==> config.mk <==
export PLATFORM = sky130hd
export DESIGN_NAME = qwr_word_read
export DESIGN_NICKNAME = d
export VERILOG_FILES = /design/src/rtl/qwr_pkg.sv /design/src/rtl/qwr_in_shift.sv /design/src/rtl/qwr_fsm.sv /design/src/rtl/qwr_out_stage.sv /design/src/rtl/qwr_word_read.sv
export SDC_FILE = /design/constraint.sdc
export NUM_CORES = 1
export LEC_CHECK = 0
export BUFFER_PORTS_ARGS = -buffer_cell sky130_fd_sc_hd__buf_2
export CAP_MARGIN = 5
export CORE_MARGIN = 8
export CORE_UTILIZATION = 45
export CTS_BUF_LIST = sky130_fd_sc_hd__clkbuf_8
export CTS_CLUSTER_DIAMETER = 60
export DETAILED_ROUTE_END_ITERATION = 8
export GPL_TIMING_DRIVEN = 0
export PLACE_DENSITY = 0.75
export SYNTH_ARGS = -nofsm -noshare
export SYNTH_HDL_FRONTEND = slang
export SYNTH_SLANG_ARGS = --single-unit
==> constraint.sdc <==
create_clock -name clk -period 6.8 [get_ports clk]
set_input_delay 0.34 -clock clk [delete_from_list [all_inputs] [get_ports clk]]
set_output_delay 0.34 -clock clk [all_outputs]
set_load 0.1 [all_outputs]
==> src/rtl/qwr_pkg.sv <==
`timescale 1ns/1ps
package qwr_pkg;
  typedef enum logic [2:0] {
    PH_IDLE,
    PH_CMD,
    PH_ADDR,
    PH_DUMMY,
    PH_DATA,
    PH_HALT
  } qwr_phase_e;
endpackage

==> src/rtl/qwr_in_shift.sv <==
`timescale 1ns/1ps
module qwr_in_shift #(
  parameter int ADDR_W = 24
) (
  input  logic              clk,
  input  logic              rst_n,
  input  logic              shift_cmd,
  input  logic              shift_quad,
  input  logic [3:0]        io_in,
  output logic [7:0]        cmd_next,
  output logic [ADDR_W-1:0] start_addr,
  output logic [3:0]        mode_hi,
  output logic              addr_lsb
);
  localparam int QW = ADDR_W + 8;

  logic [6:0]    cmd_q;
  logic [QW-5:0] quad_q;
  logic [QW-1:0] quad_next;

  assign cmd_next   = {cmd_q, io_in[0]};
  assign quad_next  = {quad_q, io_in};
  assign start_addr = quad_next[QW-1:8];
  assign mode_hi    = quad_next[7:4];
  assign addr_lsb   = quad_next[8];

  always_ff @(posedge clk or negedge rst_n) begin
    if (!rst_n) begin
      cmd_q  <= '0;
      quad_q <= '0;
    end else begin
      if (shift_cmd)  cmd_q  <= cmd_next[6:0];
      if (shift_quad) quad_q <= quad_next[QW-5:0];
    end
  end
endmodule

==> src/rtl/qwr_fsm.sv <==
`timescale 1ns/1ps
module qwr_fsm
  import qwr_pkg::*;
#(
  parameter int         ADDR_W     = 24,
  parameter int         DUMMY_CLKS = 2,
  parameter logic [7:0] CMD_CODE   = 8'hE7,
  parameter logic [3:0] CONT_KEY   = 4'hA
) (
  input  logic       clk,
  input  logic       rst_n,
  input  logic       cs_n,
  input  logic       tick,
  input  logic       qe_en,
  input  logic [7:0] cmd_next,
  input  logic [3:0] mode_hi,
  input  logic       addr_lsb,
  output qwr_phase_e phase,
  output logic       shift_cmd,
  output logic       shift_quad,
  output logic       load_addr,
  output logic       fetch_now,
  output logic       show_lo
);
  localparam int ADDR_TICKS = ADDR_W / 4 + 2;
  localparam int CNT_W      = $clog2(ADDR_TICKS + DUMMY_CLKS + 8);

  qwr_phase_e phase_q, phase_d, eff_ph;
  logic [CNT_W-1:0] cnt_q, cnt_d, eff_cnt;
  logic cont_q, cont_d;
  logic lo_q, lo_d;

  assign phase   = phase_q;
  assign eff_ph  = (phase_q == PH_IDLE) ? (cont_q ? PH_ADDR : PH_CMD) : phase_q;
  assign eff_cnt = (phase_q == PH_IDLE) ? '0 : cnt_q;

  always_comb begin
    phase_d    = phase_q;
    cnt_d      = cnt_q;
    cont_d     = cont_q;
    lo_d       = lo_q;
    shift_cmd  = 1'b0;
    shift_quad = 1'b0;
    load_addr  = 1'b0;
    fetch_now  = 1'b0;
    show_lo    = 1'b0;
    if (cs_n) begin
      phase_d = PH_IDLE;
      cnt_d   = '0;
    end else begin
      phase_d = eff_ph;
      cnt_d   = eff_cnt;
      if (tick) begin
        case (eff_ph)
          PH_CMD: begin
            shift_cmd = 1'b1;
            if (eff_cnt == CNT_W'(7)) begin
              cnt_d   = '0;
              phase_d = (cmd_next == CMD_CODE) ? PH_ADDR : PH_HALT;
            end else begin
              cnt_d = eff_cnt + 1'b1;
            end
          end
          PH_ADDR: begin
            shift_quad = 1'b1;
            if (eff_cnt == CNT_W'(ADDR_TICKS - 1)) begin
              cnt_d  = '0;
              cont_d = (mode_hi == CONT_KEY);
              if (addr_lsb || !qe_en) begin
                phase_d = PH_HALT;
              end else begin
                load_addr = 1'b1;
                phase_d   = PH_DUMMY;
              end
            end else begin
              cnt_d = eff_cnt + 1'b1;
            end
          end
          PH_DUMMY: begin
            if (eff_cnt == CNT_W'(DUMMY_CLKS - 1)) begin
              fetch_now = 1'b1;
              lo_d      = 1'b0;
              phase_d   = PH_DATA;
            end else begin
              cnt_d = eff_cnt + 1'b1;
            end
          end
          PH_DATA: begin
            if (lo_q) begin
              fetch_now = 1'b1;
              lo_d      = 1'b0;
            end else begin
              show_lo = 1'b1;
              lo_d    = 1'b1;
            end
          end
          default: ;
        endcase
      end
    end
  end

  always_ff @(posedge clk or negedge rst_n) begin
    if (!rst_n) begin
      phase_q <= PH_IDLE;
      cnt_q   <= '0;
      cont_q  <= 1'b0;
      lo_q    <= 1'b0;
    end else begin
      phase_q <= phase_d;
      cnt_q   <= cnt_d;
      cont_q  <= cont_d;
      lo_q    <= lo_d;
    end
  end
endmodule

==> src/rtl/qwr_out_stage.sv <==
`timescale 1ns/1ps
module qwr_out_stage #(
  parameter int ADDR_W = 24
) (
  input  logic              clk,
  input  logic              rst_n,
  input  logic              load_addr,
  input  logic [ADDR_W-1:0] start_addr,
  input  logic              fetch_now,
  input  logic              show_lo,
  input  logic [7:0]        fetch_data,
  output logic [ADDR_W-1:0] fetch_addr,
  output logic [3:0]        io_out
);
  logic [ADDR_W-1:0] addr_q;
  logic [3:0]        low_q;
  logic [3:0]        out_q;

  assign fetch_addr = addr_q;
  assign io_out     = out_q;

  always_ff @(posedge clk or negedge rst_n) begin
    if (!rst_n) begin
      addr_q <= '0;
      low_q  <= '0;
      out_q  <= '0;
    end else begin
      if (load_addr)      addr_q <= start_addr;
      else if (fetch_now) addr_q <= addr_q + 1'b1;
      if (fetch_now) begin
        low_q <= fetch_data[3:0];
        out_q <= fetch_data[7:4];
      end else if (show_lo) begin
        out_q <= low_q;
      end
    end
  end
endmodule

==> src/rtl/qwr_word_read.sv <==
`timescale 1ns/1ps
module qwr_word_read
  import qwr_pkg::*;
#(
  parameter int         ADDR_W     = 24,
  parameter int         DUMMY_CLKS = 2,
  parameter logic [7:0] CMD_CODE   = 8'hE7,
  parameter logic [3:0] CONT_KEY   = 4'hA
) (
  input  logic              clk,
  input  logic              rst_n,
  input  logic              cs_n,
  input  logic              sck_tick,
  input  logic [3:0]        io_in,
  input  logic              qe_en,
  output logic [3:0]        io_out,
  output logic              io_oe,
  output logic              fetch_req,
  output logic [ADDR_W-1:0] fetch_addr,
  input  logic [7:0]        fetch_data
);
  logic [1:0]        rst_sync;
  logic              rst_int_n;
  logic              shift_cmd, shift_quad, load_addr, fetch_now, show_lo;
  logic [7:0]        cmd_next;
  logic [ADDR_W-1:0] start_addr;
  logic [3:0]        mode_hi;
  logic              addr_lsb;
  qwr_phase_e        phase;

  always_ff @(posedge clk or negedge rst_n) begin
    if (!rst_n) rst_sync <= 2'b00;
    else        rst_sync <= {rst_sync[0], 1'b1};
  end
  assign rst_int_n = rst_sync[1];

  qwr_in_shift #(.ADDR_W(ADDR_W)) in_i (
    .clk(clk), .rst_n(rst_int_n), .shift_cmd(shift_cmd), .shift_quad(shift_quad),
    .io_in(io_in), .cmd_next(cmd_next), .start_addr(start_addr),
    .mode_hi(mode_hi), .addr_lsb(addr_lsb)
  );

  qwr_fsm #(.ADDR_W(ADDR_W), .DUMMY_CLKS(DUMMY_CLKS), .CMD_CODE(CMD_CODE),
            .CONT_KEY(CONT_KEY)) fsm_i (
    .clk(clk), .rst_n(rst_int_n), .cs_n(cs_n), .tick(sck_tick), .qe_en(qe_en),
    .cmd_next(cmd_next), .mode_hi(mode_hi), .addr_lsb(addr_lsb), .phase(phase),
    .shift_cmd(shift_cmd), .shift_quad(shift_quad), .load_addr(load_addr),
    .fetch_now(fetch_now), .show_lo(show_lo)
  );

  qwr_out_stage #(.ADDR_W(ADDR_W)) out_i (
    .clk(clk), .rst_n(rst_int_n), .load_addr(load_addr), .start_addr(start_addr),
    .fetch_now(fetch_now), .show_lo(show_lo), .fetch_data(fetch_data),
    .fetch_addr(fetch_addr), .io_out(io_out)
  );

  assign io_oe     = (phase == PH_DATA) && !cs_n;
  assign fetch_req = fetch_now;
endmodule

==> impl.org <==
** Clock tree
- Clock-pin transition on the worst setup and hold timing paths :: roughly 0.090 ns
- TritonCTS built the clock tree.
- In this run the deepest clock path goes through 2 buffers.
- The tree built by TritonCTS fans out to 79 sinks.
- The cell sitting at the root of the clock tree is a sky130_fd_sc_hd__clkbuf_8.
- Inserted Clock Buffers :: 9
- Clock latency on the worst-skew pair, taken at its later pin, is roughly 0.36 ns.
- Total setup buffers inserted after CTS :: 0
- Total number of H-tree levels :: 3

** Critical path
- STA puts the critical path data required time at around 6.5 ns.
- The worst setup path is launched from a flop.
- The most critical setup path has its startpoint at fsm_i.phase[1].
- Setup crit end kind :: output port
- Highest-delay cell along the critical path :: sky130_fd_sc_hd__buf_2
- Among the stages of the critical path, the cell type that occurs most often is sky130_fd_sc_hd__buf_2.
- Depth of the worst register-to-register path :: 9
- Kind of cell adding the most delay to the critical path :: buffers and inverters
- Category of the most critical setup path :: reg -> out
- WP buf/inv :: 4
- Worst-path maximum fanout :: 10
- For this run, the slowest stage of the critical path takes 0.43 ns.
- At the worst endpoint, the arrival time is 2.90 ns.
- In this run the critical register-to-register path is captured at out_i.fetch_addr[9].
- Number of logic stages on the critical path including buffering :: 10
- Reg-to-reg slack, setup :: approximately 4.1 ns
- Traced cell by cell, the critical path runs through buf_2, or3_1, and2_1, ha_1, nor4b_4, a21o_4, nand2_4, inv_2, buf_6, buf_2.
- The worst register-to-register path begins at fsm_i.phase[1].
- CP endpoint :: fetch_req

** Global route
- In the global route stage, met3 resource usage came out at 4.67%.
- In this run the most used layer during global routing was met2.
- The first global-routing pass estimated 14,400 um of wire.
- Met2 usage :: approximately a quarter
- The via count of the first global-routing pass came to about 2,900.
- Global Route met1 Usage :: roughly a fifth
- Antenna violations before repair :: 0
- Across every metal layer, demand over resource in global routing totals about 16%.
- Global routing finished with a remaining overflow of 0.
- Maximum number of pins on one net before global-route repair :: slightly below 50

** STA
- The worst path needs approximately 3.2 ns of the cycle, external delays included.
- RSZ-0062 raised after global routing :: false
- Static timing analysis puts the maximum clock frequency at between 300 and 400 MHz.
- Across all setup checks in the final design, the least slack found is about 3.6 ns.
- The count of pins over their slew limit was 0.
- Worst hold slack across all endpoints :: 0.184 ns
- Clock Skew :: around 0.012 ns
- The final-report hold violation count came to 0.
- After layout, the worst path uses 47.6% of the clock period.
- Setup violations remaining at the end of the flow were counted as 0.
- Final total negative setup slack :: 0 ns
- Worst max-slew margin expressed relative to the limit :: approximately 63%
- At the pin with the least slew margin, the transition time is between 0.5 and 0.6 ns.

** Yosys
- Of all cell types, the one taking the most synthesized area is sky130_fd_sc_hd__dfrtp_1.
- After synthesis, the share of flip-flops with an asynchronous set or reset is 100%.
- In the synthesized netlist, the number of instances is 358.
- Yosys top cell area share :: approximately 51%
- Count of warnings emitted by yosys :: 0
- Yosys mapped the design onto 58 distinct sky130hd cell types.
- Counting flops with a built-in enable in the synthesized netlist gives 0.
- Synthesized net count :: roughly 380
- Summing the sequential cell areas from Yosys gives 51.1% of the chip area.
- For this run, the leading register cell type out of synthesis is sky130_fd_sc_hd__dfrtp_1.
- After synthesis the netlist holds a flip-flop and latch count of slightly below 80.
- Mean post-synth cell area :: 10.8 um^2
- In the post-synthesis netlist, the biggest area contributors are sky130_fd_sc_hd__dfrtp_1, sky130_fd_sc_hd__mux2_2, sky130_fd_sc_hd__nand2_1.
- The synthesized netlist occupies a cell area of roughly 0.0039 mm^2.

** Layout
- The number of antenna diodes in the final layout is 0.
- The filler cells instantiated in the layout total a little under 800.
- Post-layout net count :: approximately 440
- Filler-free cell count of the finished design :: ~530
- Register cell area after layout :: just under 0.002 mm^2
- Footprint of the multi-input gates :: ~0.0018 mm^2
- In the final layout, the share of cells above drive strength 1 is between 20% and 30%.
- Area overhead of the layout relative to synthesis :: 15.7%

** Placed design
- Number of cells in the design after placement :: around 510
- Worst slack after detailed placement :: 3.95 ns
- Post-DP HPWL :: approximately 6500 um
- At the end of routability-driven placement, the weighted congestion stood at between 0.8 and 0.9.
- Port Buf Inserts :: 45

** Detailed routing
- Before antenna repair, the detailed router went through 4 iterations.
- Using the TritonRoute via totals, the vias-per-cell ratio works out to 5.56.
- Wire length per cell :: approximately 16 um
- The routed layout has slightly below 3,000 vias.
- The count of nets left with antenna violations once routing finished came out at 0.
- The final layout contains routed wiring with a total length of 8720 um.
- After the first detailed-routing iteration, the DRC count stood at ~140.
- In the routed design, unresolved DRC markers number 0.

** Floorplan
- Row generation in the floorplan step produced 34 rows.
- The die covers around 0.012 mm^2.
- Starting utilization of the core area :: a little under half
- The die is ~110 um wide.
- 47 I/O pins were placed.
- Core area :: 0.00851 mm^2
- In this run the vertical extent of the chip is 109 um.

** Flow run
- Number of violations of the max-capacitance limit :: 0

** Hold path
- Counting instances, the worst hold path has a depth of 3.
- The worst hold path belongs to the class in -> reg.

** Outcome
- The run finished with clean final reports.

** Power and ir drop
- The design draws between 0.001 and 0.0015 W.
- Summed over all cells, the static leakage comes to 2.11 nW.
- For this design the ratio of total power to cell area is about 230 mW/mm^2.
- IR analysis of the VDD net gives a maximum drop of between 100 and 150 uV.
through the flow:
step                      util [%]  cell area [um^2]
final                         52.6              4480
after global routing          52.6              4480
after CTS                     52.6              4480
after detailed placement      50.1              4260
after global placement        49.7              4230
after floorplan                  -              3870
worst min path at each step:
stage                     slack, ns             end          start
final                          0.18  out_i.low_q[2]  fetch_data[2]
after global routing           0.19  out_i.low_q[2]  fetch_data[2]
after CTS                      0.18  out_i.low_q[2]  fetch_data[2]
after detailed placement       0.13     rst_sync[0]          rst_n
after global placement         0.12     rst_sync[0]          rst_n
after floorplan                0.04     rst_sync[0]          rst_n
synth_stat cells, drive strengths merged, types with 3 or more instances:
cell type,instances
nor2b,6
and3,5
nand3,17
buf,16
mux2i,4
o31ai,3
a21oi,6
and4,4
a22oi,4
nor3,9
nor4b,3
nor4,3
nand2b,4
mux2,35
a211o,3
nand4,9
inv,8
xnor2,7
a221o,3
xor2,9
o21ai,26
nor2,14
nand2,47
dfrtp,79
area by class of cell:
class	count	area share, %
Tap cell	108	3.02
Sequential cell	79	44.2
Multi-Input combinational cell	255	39.7
Timing Repair Buffer	47	5.87
Inverter	8	0.671
Buffer	16	1.93
Clock buffer	10	3.07
Clock inverter	6	1.54
registers in the layout, indices dropped and copies added, names as in the netlist:
name              cells
in_i.quad_q          28
out_i.fetch_addr     24
in_i.cmd_q            7
fsm_i.cnt_q           5
out_i.io_out          4
out_i.low_q           4
fsm_i.phase           3
rst_sync              2
fsm_i.cont_q          1
fsm_i.lo_q            1
power breakdown:
group	switching (W)	leakage, nW	internal, W	total, W
Clock	0.000175	0.103	0.000181	0.000356
Sequential	0.0000459	1.06	0.000525	0.000571
Combinational	0.0000581	0.954	0.0000601	0.000118
Total	0.000279	2.11	0.000766	0.00104
placed cells by master, fill, tap and decap left out, types with 2 or more instances in the layout:
cell,count
sky130_fd_sc_hd__and2_1,2
sky130_fd_sc_hd__a211o_1,3
sky130_fd_sc_hd__nor2_1,14
sky130_fd_sc_hd__o211ai_1,2
sky130_fd_sc_hd__a21oi_1,6
sky130_fd_sc_hd__ha_1,2
sky130_fd_sc_hd__and3_1,5
sky130_fd_sc_hd__o31ai_1,2
sky130_fd_sc_hd__nor3_2,2
sky130_fd_sc_hd__nand2_1,46
sky130_fd_sc_hd__dfrtp_1,78
sky130_fd_sc_hd__nor2b_1,6
sky130_fd_sc_hd__xor2_1,9
sky130_fd_sc_hd__inv_1,7
sky130_fd_sc_hd__a221o_1,3
sky130_fd_sc_hd__nand3_1,17
sky130_fd_sc_hd__a311oi_1,2
sky130_fd_sc_hd__mux2i_1,4
sky130_fd_sc_hd__o21ai_0,25
sky130_fd_sc_hd__clkbuf_8,10
sky130_fd_sc_hd__and4_1,4
sky130_fd_sc_hd__a22oi_1,4
sky130_fd_sc_hd__nor3_1,7
sky130_fd_sc_hd__nand4_1,9
sky130_fd_sc_hd__nor4b_1,2
sky130_fd_sc_hd__o211a_1,2
sky130_fd_sc_hd__nor4_1,2
sky130_fd_sc_hd__buf_2,60
sky130_fd_sc_hd__nand4b_1,2
sky130_fd_sc_hd__mux2_2,35
sky130_fd_sc_hd__or3_1,2
sky130_fd_sc_hd__clkinv_4,2
sky130_fd_sc_hd__nand2b_1,4
sky130_fd_sc_hd__or4_1,2
sky130_fd_sc_hd__xnor2_1,7
layer usage:
metal  vias up  wire length [um]
met5         -                 0
met4         0               187
met3        15               604
met2        87              3980
met1      1422              3950
li1       1415                 -
kinds of logic after synthesis:
group | synth area share, %
mux | 11.2
flops | 51.1
other cells | 0.0969
buf+inv | 3.01
fa+ha+maj | 0.647
xor+xnor | 3.62
simple gates | 19.1
compound gates | 11.2
tightest hold or removal path, cell delays in order:
cell and delay (ns):
sky130_fd_sc_hd__buf_2 0.07, sky130_fd_sc_hd__nand2_1 0.04, sky130_fd_sc_hd__nand2_1 0.06
repair_timing:
item                      in CTS  in global routing
gates resized for setup        0                  0
hold buffers                   1                  0
hold endpoints to repair       2                  0
(Power assumes the default switching activity.)
